File: config.mk
export PLATFORM = sky130hd
export DESIGN_NAME = cfg_ind_access
export DESIGN_NICKNAME = d
export VERILOG_FILES = /design/src/rtl/cfg_ind_pkg.sv /design/src/rtl/cfg_ind_ram.sv /design/src/rtl/cfg_ind_arb.sv /design/src/rtl/cfg_ind_ctrl.sv /design/src/rtl/cfg_ind_access.sv
export SDC_FILE = /design/constraint.sdc
export NUM_CORES = 2
export LEC_CHECK = 0
export BUFFER_PORTS_ARGS = -buffer_cell sky130_fd_sc_hd__buf_2
export CORE_ASPECT_RATIO = 0.75
export CORE_MARGIN = 2
export CORE_UTILIZATION = 45
export CTS_CLUSTER_SIZE = 20
export DETAILED_ROUTE_END_ITERATION = 10
export HOLD_SLACK_MARGIN = 0.1
export SLEW_MARGIN = 0
export SYNTH_ARGS = -nofsm -noshare
export SYNTH_HDL_FRONTEND = slang
export SYNTH_HIERARCHICAL = 1
export SYNTH_SLANG_ARGS = --single-unit
File: constraint.sdc
create_clock -name clk -period 4 [get_ports clk]
set_input_delay 0.4 -clock clk [delete_from_list [all_inputs] [get_ports clk]]
set_output_delay 0.4 -clock clk [all_outputs]
set_load 0.02 [all_outputs]
File: src/rtl/cfg_ind_pkg.sv
package cfg_ind_pkg;

    localparam int SEL_W        = 16;
    localparam int SEL_BUSY_BIT = 15;
    localparam int SEL_DIR_BIT  = 14;

    typedef enum logic [1:0] {
        ST_IDLE  = 2'd0,
        ST_WAIT  = 2'd1,
        ST_FETCH = 2'd2
    } ind_state_t;

endpackage

File: src/rtl/cfg_ind_ram.sv
module cfg_ind_ram #(
    parameter int ADDR_W = 8,
    parameter int DATA_W = 16
) (
    input  logic              clk,
    input  logic              en,
    input  logic              we,
    input  logic [ADDR_W-1:0] addr,
    input  logic [DATA_W-1:0] wdata,
    output logic [DATA_W-1:0] rdata
);
    localparam int DEPTH = 1 << ADDR_W;

    logic [DATA_W-1:0] mem [DEPTH];

    // single port: one store or one fetch per cycle
    always_ff @(posedge clk) begin
        if (en) begin
            if (we) begin
                mem[addr] <= wdata;
            end else begin
                rdata <= mem[addr];
            end
        end
    end
endmodule

File: src/rtl/cfg_ind_arb.sv
module cfg_ind_arb #(
    parameter int ADDR_W = 8,
    parameter int DATA_W = 16
) (
    input  logic              dp_req,
    input  logic              dp_we,
    input  logic [ADDR_W-1:0] dp_addr,
    input  logic [DATA_W-1:0] dp_wdata,
    input  logic              host_req,
    input  logic              host_we,
    input  logic [ADDR_W-1:0] host_addr,
    input  logic [DATA_W-1:0] host_wdata,
    output logic              host_gnt,
    output logic              ram_en,
    output logic              ram_we,
    output logic [ADDR_W-1:0] ram_addr,
    output logic [DATA_W-1:0] ram_wdata
);
    // fixed priority: datapath first, host only in free cycles
    always_comb begin
        host_gnt = host_req && !dp_req;
        if (dp_req) begin
            ram_en    = 1'b1;
            ram_we    = dp_we;
            ram_addr  = dp_addr;
            ram_wdata = dp_wdata;
        end else begin
            ram_en    = host_req;
            ram_we    = host_req && host_we;
            ram_addr  = host_addr;
            ram_wdata = host_wdata;
        end
    end
endmodule

File: src/rtl/cfg_ind_ctrl.sv
module cfg_ind_ctrl
    import cfg_ind_pkg::*;
#(
    parameter int CH_W  = 8,
    parameter int CFG_W = 16
) (
    input  logic             clk,
    input  logic             rst_n,
    input  logic             sel_we,
    input  logic [CH_W-1:0]  sel_ch,
    input  logic             sel_dir,
    input  logic             hold_we,
    input  logic [CFG_W-1:0] hold_wdata,
    input  logic             host_gnt,
    input  logic [CFG_W-1:0] ram_rdata,
    output logic             host_req,
    output logic             host_we,
    output logic [CH_W-1:0]  host_addr,
    output logic [CFG_W-1:0] host_wdata,
    output logic             busy,
    output logic             dir_q,
    output logic [CH_W-1:0]  ch_q,
    output logic [CFG_W-1:0] hold_q
);
    ind_state_t state_q, state_d;
    logic       accept_cmd;
    logic       accept_hold;

    assign accept_cmd  = (state_q == ST_IDLE) && sel_we;
    assign accept_hold = (state_q == ST_IDLE) && hold_we;

    // state register
    always_ff @(posedge clk or negedge rst_n) begin
        if (!rst_n) begin
            state_q <= ST_IDLE;
        end else begin
            state_q <= state_d;
        end
    end

    // transitions
    always_comb begin
        state_d = state_q;
        unique case (state_q)
            ST_IDLE: begin
                if (sel_we) state_d = ST_WAIT;
            end
            ST_WAIT: begin
                if (host_gnt) state_d = dir_q ? ST_FETCH : ST_IDLE;
            end
            ST_FETCH: begin
                state_d = ST_IDLE;
            end
            default: state_d = ST_IDLE;
        endcase
    end

    // outputs
    always_comb begin
        host_req   = 1'b0;
        host_we    = 1'b0;
        busy       = 1'b1;
        host_addr  = ch_q;
        host_wdata = hold_q;
        unique case (state_q)
            ST_IDLE:  busy = 1'b0;
            ST_WAIT: begin
                host_req = 1'b1;
                host_we  = !dir_q;
            end
            ST_FETCH: busy = 1'b1;
            default:  busy = 1'b0;
        endcase
    end

    // command latch
    always_ff @(posedge clk or negedge rst_n) begin
        if (!rst_n) begin
            ch_q  <= '0;
            dir_q <= 1'b0;
        end else if (accept_cmd) begin
            ch_q  <= sel_ch;
            dir_q <= sel_dir;
        end
    end

    // holding register: host when idle, memory at the end of a fetch
    always_ff @(posedge clk or negedge rst_n) begin
        if (!rst_n) begin
            hold_q <= '0;
        end else if (state_q == ST_FETCH) begin
            hold_q <= ram_rdata;
        end else if (accept_hold) begin
            hold_q <= hold_wdata;
        end
    end
endmodule

File: src/rtl/cfg_ind_access.sv
module cfg_ind_access
    import cfg_ind_pkg::*;
#(
    parameter int CH_W  = 8,
    parameter int CFG_W = 16
) (
    input  logic             clk,
    input  logic             rst_n,
    input  logic             sel_we,
    input  logic [SEL_W-1:0] sel_wdata,
    input  logic             hold_we,
    input  logic [CFG_W-1:0] hold_wdata,
    input  logic             dp_req,
    input  logic             dp_we,
    input  logic [CH_W-1:0]  dp_addr,
    input  logic [CFG_W-1:0] dp_wdata,
    output logic [SEL_W-1:0] sel_rd,
    output logic [CFG_W-1:0] hold_rd,
    output logic [CFG_W-1:0] dp_rdata
);
    logic             host_req, host_we, host_gnt, busy, dir_q;
    logic [CH_W-1:0]  host_addr, ch_q, ram_addr;
    logic [CFG_W-1:0] host_wdata, ram_wdata, ram_rdata;
    logic             ram_en, ram_we;
    logic             unused_sel_bits;

    assign unused_sel_bits = ^{sel_wdata[SEL_BUSY_BIT], sel_wdata[SEL_DIR_BIT-1:CH_W]};

    cfg_ind_ctrl #(.CH_W(CH_W), .CFG_W(CFG_W)) u_ctrl (
        .clk        (clk),
        .rst_n      (rst_n),
        .sel_we     (sel_we),
        .sel_ch     (sel_wdata[CH_W-1:0]),
        .sel_dir    (sel_wdata[SEL_DIR_BIT]),
        .hold_we    (hold_we),
        .hold_wdata (hold_wdata),
        .host_gnt   (host_gnt),
        .ram_rdata  (ram_rdata),
        .host_req   (host_req),
        .host_we    (host_we),
        .host_addr  (host_addr),
        .host_wdata (host_wdata),
        .busy       (busy),
        .dir_q      (dir_q),
        .ch_q       (ch_q),
        .hold_q     (hold_rd)
    );

    cfg_ind_arb #(.ADDR_W(CH_W), .DATA_W(CFG_W)) u_arb (
        .dp_req     (dp_req),
        .dp_we      (dp_we),
        .dp_addr    (dp_addr),
        .dp_wdata   (dp_wdata),
        .host_req   (host_req),
        .host_we    (host_we),
        .host_addr  (host_addr),
        .host_wdata (host_wdata),
        .host_gnt   (host_gnt),
        .ram_en     (ram_en),
        .ram_we     (ram_we),
        .ram_addr   (ram_addr),
        .ram_wdata  (ram_wdata)
    );

    cfg_ind_ram #(.ADDR_W(CH_W), .DATA_W(CFG_W)) u_ram (
        .clk   (clk),
        .en    (ram_en),
        .we    (ram_we),
        .addr  (ram_addr),
        .wdata (ram_wdata),
        .rdata (ram_rdata)
    );

    assign dp_rdata = ram_rdata;

    // command readback: unused bits stay zero
    always_comb begin
        sel_rd               = '0;
        sel_rd[CH_W-1:0]     = ch_q;
        sel_rd[SEL_DIR_BIT]  = dir_q;
        sel_rd[SEL_BUSY_BIT] = busy;
    end
endmodule

Word-level counts from Yosys, hierarchy flattened

Memory sizes are Yosys's and may differ from the RTL's. A register that Yosys moved wholly into a read port is not among the register bits.
Cells that the tools add are included.
W data, S select, Z words.

Bits in writable memories: 4096
Memories kept: 1
Register bits after elaboration: 27
Output and inout bits: 48
Word-level logic and storage cells: 37

Bitwise operators: 1
Mux-type cells: 16
Eq/ne operators: 4
Reduce and logical (&&, ||, !) cells: 11

Memory list:

| memory    | words | bits a word | rd ports | clocked after Yosys merged registers in | wr ports | line              | RTL |
|---|---|---|---|---|---|---|---|
| u_ram.mem | 256   | 16          | 1        | 1                                       | 1        | cfg_ind_ram.sv:14 | `logic [DATA_W-1:0] mem [DEPTH];` |

Operators with widths:

| kind                 | number |
|---|---|
| $mux W16             | 3 |
| $mux W1              | 8 |
| $mux W8              | 1 |
| $mux W2              | 3 |
| $logic_and A1 B1 Y1  | 4 |
| $ne A2 B2 Y1 const B | 2 |
| $pmux W2 S2          | 1 |
| $reduce_and A2 Y1    | 2 |
| $eq A2 B1 Y1 const B | 1 |
| $eq A2 B2 Y1 const B | 1 |
| $logic_not A1 Y1     | 2 |
| $logic_not A2 Y1     | 1 |
| $reduce_bool A2 Y1   | 1 |
| $reduce_or A2 Y1     | 1 |
| $not A1 Y1           | 1 |

Logic depth before layout (Yosys ltp)

Depth after elaboration: 7
Mapped depth: 11
Depth with buffers taken out: 8

By module

The synthesis kept the hierarchy.

By module, submodules not included:

| module         | area each (µm²) | cells an instance | instances |
|---|---|---|---|
| cfg_ind_ram    | 155236.4        | 6705              | 1 |
| cfg_ind_ctrl   | 1427.6          | 129               | 1 |
| cfg_ind_arb    | 410.4           | 30                | 1 |
| cfg_ind_access | 63.8            | 9                 | 1 |

Least setup slack after synthesis

Ideal clock, no wire load.

Path kind: input port to flip-flop
Start: input dp_req
End: memory u_ram.mem[114][0], enable pin
Data required time: 3612 ps
Cell stages on the path: 10
Buffers on the path: 6
Path slack: 553 ps
Arrival time: 3058 ps
Library setup time: 388 ps
Path through: buf_6 buf_12 mux2_4 clkbuf_1 buf_2 buf_2 nor3b_1 nand2_1 clkbuf_1 nor2_1

Elaborated cells on any way between the ends: 6
Classes of those cells: mux (6)

RTL lines:

| item            | line                 | RTL |
|---|---|---|
| from (decl)     | cfg_ind_access.sv:13 | `input logic dp_req,` |
| $mux W8         | cfg_ind_arb.sv:22    | `if (dp_req) begin` |
| net ram_addr[1] | cfg_ind_access.sv:22 | `logic [CH_W-1:0] host_addr, ch_q, ram_addr;` |
| to (decl)       | cfg_ind_ram.sv:14    |  |

The timed path passes the listed nets, and every way through them passes these cells.

Worst setup path after layout

Start: register u_ctrl.ch_q[0]
End: register u_ram.rdata[1], read port of u_ram.mem (data pin)

Cells in the longest elaborated chain, start to end: 1

RTL lines:

| item                   | line                 | RTL |
|---|---|---|
| from (decl)            | cfg_ind_ctrl.sv:22   | `output logic [CH_W-1:0] ch_q,` |
| from (signal assigned) | cfg_ind_ctrl.sv:82   | `ch_q <= sel_ch;` |
| $mux W8                | cfg_ind_arb.sv:22    |  |
| net ram_addr[0]        | cfg_ind_access.sv:22 |  |
| to (decl)              | cfg_ind_ram.sv:10    | `output logic [DATA_W-1:0] rdata` |

The timed path passes the listed nets, and every way through them passes these cells.
A chain may end at the register's enable or synchronous reset.

==> results.txt <==
----------------------------------------------------
[STA]
  Shortest clock period the worst path allows after layout ... just under 4000 ps
  Worst-margin pin slew ... between 1000 and 1500 ps
  Max Clock Freq ... 257 MHz
  Worst max-slew margin expressed relative to the limit ... between 15 and 20%
  Total negative slack for setup checks ... 0 ps
  Final setup violation count ... 0
  Hold violation total from the final report ... 0
  Setup repair after global routing missed its margin ... false
  Number of pins exceeding their max-slew limit in the final report ... 0
  Layout Skew ... about 34 ps
  Final period util ... around 100%
  Worst Slack Setup Final ... around 120 ps

[Place]
  Inst Count DP ... approximately 12000
  Final weighted congestion of routability-driven global placement ... roughly 0.86
  Number of buffers inserted by port buffering ... 96
  HPWL after detailed placement ... 249000 microns
  Post-Place Setup Slack ... -479 ps

[Critical path]
  Register-to-Register Path Depth ... 11
  Endpoint required time on the critical path ... 4660 ps
  Critical R2R Capture ... u_ram/rdata[1]
  Crit end category ... register
  Crit Path Class ... register to register
  Arrival time worst endpoint ... 4550 ps
  Reg-to-reg startpoint ... u_ctrl/ch_q[0]
  Crit-path max FO ... 18
  Crit start category ... register
  Worst setup path startpoint ... u_ctrl/ch_q[0]
  Reg-to-reg slack, setup ... roughly 120 ps
  Timing endpoint of the critical path ... u_ram/rdata[1]

[Clocking]
  Clock-pin slew of the registers on the worst-case setup and hold paths ... 70 ps
  Clock tree from TritonCTS ... yes
  Buffer cell driving the clock tree root ... sky130_fd_sc_hd__clkbuf_16
  Number of buffers between clock root and the deepest sink ... 4
  Setup fix buffers added after clock tree synthesis ... 0
  Clock net sink count ... around 4100
  Clock latency on the worst-skew pair ... about 950 ps
  Clock buffers created by TritonCTS ... roughly 380
  H-tree lvl count ... 5

[Layout]
  Fin nets ... just under 8000
  Fraction of final layout cells with drive strength greater than 1 ... a little under a third
  Area growth from synthesis to final layout ... 15.7%
  Non-filler instance count after layout ... between 10000 and 15000
  Most common cell after layout, fill and taps aside ... sky130_fd_sc_hd__edfxtp_1
  Highest-count cells in the layout ignoring fill and taps ... sky130_fd_sc_hd__edfxtp_1 (4112), sky130_fd_sc_hd__mux4_2 (1024), sky130_fd_sc_hd__buf_4 (712)

[Synthesis]
  Basic-gate share of the synthesized area counting and, or, nand and nor cells ... 0.901%
  Sequential element share of the synthesized area ... 79.0%
  Area of the mapped netlist ... roughly 160000 sq um
  Number of warnings reported in the yosys synthesis log ... 6
  Largest family of logic cells by synthesized area ... multiplexers
  Number of distinct library cells after synthesis ... 37
  Fraction of the mapped netlist area in compound gates ... about 3.7%
  Proportion of synthesized area in mux cells ... 15.1%
  Synth Area in XOR/XNOR ... 0%
  Adder-cell share of the synthesized area ... less than 1%
  Synthesized area per cell ... 22.9 sq um
  Number of standard cells after synthesis ... between 6000 and 7000
  Post-synthesis sequential element count ... ~4100

[Power and ir drop]
  Power, Total ... 0.114 W
  Peak supply drop ... 584 uV
  Standby leakage power ... 57.0 nW
  Cell area power density ... roughly 630 nW/um^2

[Global routing]
  Combined global-route utilization of all metal layers ... a little under a quarter
  Maximum number of pins on one net before global-route repair ... ~150
  Final global-route overflow total ... 0
  Via count of the first global-routing pass ... ~76000
  First-pass GRT wire length ... around 580000 microns
  Initial antenna violation count ... 18

[Die]
  Starting density of the core ... approximately 45%
  Die Footprint ... roughly 350000 sq um
  Number of core rows ... approximately 190
  Width of the die ... about 700 microns
  Area inside the core boundary ... 347000 sq um
  IO Pins ... 110
  Overall die height ... roughly 520 microns

[Routing]
  WL per Instance ... between 30 and 40 microns
  Post-route DRC violation count ... 0
  Post-detailed-routing wire length ... between 400000 and 500000 microns
  Via density per instance ... slightly above 6
  Number of iterations in the first detailed-routing pass ... 6
  Antenna Violating Nets Remaining ... 0
  Violation count after the first detailed-routing iteration ... ~10000
  Via Count ... slightly below 80000

[Outcome]
  Status ... finished, final reports clean

[Min path]
  Kind of path behind the tightest hold check ... primary input to register

[Run]
  Max Cap Viol ... 0

----------------------------------------------------
## cells by family (layout without fill, tap and decap cells)
group,count (synthesis),in the layout
other,1,12
muxes,1074,1074
and+or+nand+nor,348,348
adders and majority gates,5,5
AOI/OAI and AO/OA,852,852
buffers and inverters,454,1643
DFF,4139,4139
## critical path, cell delays in order, from the launching register on
cell,delay (ps)
sky130_fd_sc_hd__dfrtp_1,380
sky130_fd_sc_hd__mux2_8,350
sky130_fd_sc_hd__buf_12,220
sky130_fd_sc_hd__buf_12,230
sky130_fd_sc_hd__buf_4,190
sky130_fd_sc_hd__mux4_2,490
sky130_fd_sc_hd__a22oi_1,230
sky130_fd_sc_hd__buf_4,180
sky130_fd_sc_hd__a21oi_1,220
sky130_fd_sc_hd__o41ai_2,730
sky130_fd_sc_hd__buf_4,240
sky130_fd_sc_hd__nand4_1,90
## stage by stage
step	hold WS (ps)	utilization [%]	cell area, sq um
after global routing	313	52.4	182000
after global placement	449	48.9	169000
after CTS	254	52.4	182000
final	314	52.4	182000
after floorplan	104	-	157000
after detailed placement	459	48.9	169000
## per-layer routing
layer / vias up / wire length, microns / GRT usage, %
met5: - / 13 / 0
li1: 31265 / - / -
met4: 2 / 13400 / 6.92
met2: 3594 / 187000 / 34.6
met3: 593 / 39000 / 5.05
met1: 41869 / 171000 / 33.9
## flip-flops by register name (all words and copies together) (netlist names)
| register | cells |
|---|---|
| u_ctrl/ch_q | 8 |
| u_ctrl/dir_q | 1 |
| u_ctrl/hold_q | 16 |
| u_ctrl/state_q | 2 |
| u_ram/mem | 4096 |
| u_ram/rdata | 16 |
## layout make-up
cell class / instances / area (sq um)
Clock buffer: 467 / 10000
Antenna cell: 6 / 15.0
Clock inverter: 208 / 1790
Timing Repair Buffer: 965 / 8440
Inverter: 3 / 11.3
Sequential cell: 4139 / 124000
Multi-Input combinational cell: 2285 / 31600
Tap cell: 4630 / 5790
Fill cell: 26683 / 165000
## how the worst min path moves through the flow
stage / startpoint / depth (start not counted) / endpoint / slack [ps]
2_1_floorplan: rst_n / 0 / u_ctrl/ch_q[0] / 100
3_3_place_gp: rst_n / 1 / u_ctrl/hold_q[12] / 450
3_5_place_dp: rst_n / 1 / u_ctrl/hold_q[12] / 460
4_1_cts: dp_we / 4 / u_ram/rdata[15] / 250
5_1_grt: dp_we / 4 / u_ram/rdata[6] / 310
6_report: dp_we / 4 / u_ram/rdata[15] / 310
## cells in the mapped netlist (all sizes together)
cell,number,area (sq um)
nand4,16,100
or2,2,12.5
nand2,49,194
o41ai,64,561
mux4,1024,23100
nand3,4,20.0
conb,1,3.75
o22ai,1,6.26
clkbuf,271,1020
and2b,1,7.51
o21ai,16,80.1
nand2b,2,12.5
nor3b,2,15.0
and2,2,12.5
buf,180,998
edfxtp,4112,123000
a21oi,257,1290
nor2,259,972
nor2b,9,56.3
inv,3,11.3
dfrtp,27,676
a22oi,512,3840
ha,5,62.6
mux2i,16,160
a22o,2,17.5
and4,1,8.76
mux2,34,454
nor3,1,5.00
## where the power goes
group | internal [W] | leakage, nW | switching, W
sequential | 0.0518 | 37.3 | 0.000356
clock | 0.0197 | 5.76 | 0.0157
combinational | 0.00998 | 14.0 | 0.0168
## repair_timing
action / 4_1_cts / 5_1_grt
hold buffers: 54 / 0
endpoints found under the hold margin: 54 / 0
gates resized for setup: 3 / 0
endpoints found under the setup margin: 3 / 0
Power figures use the tool's default switching activity.
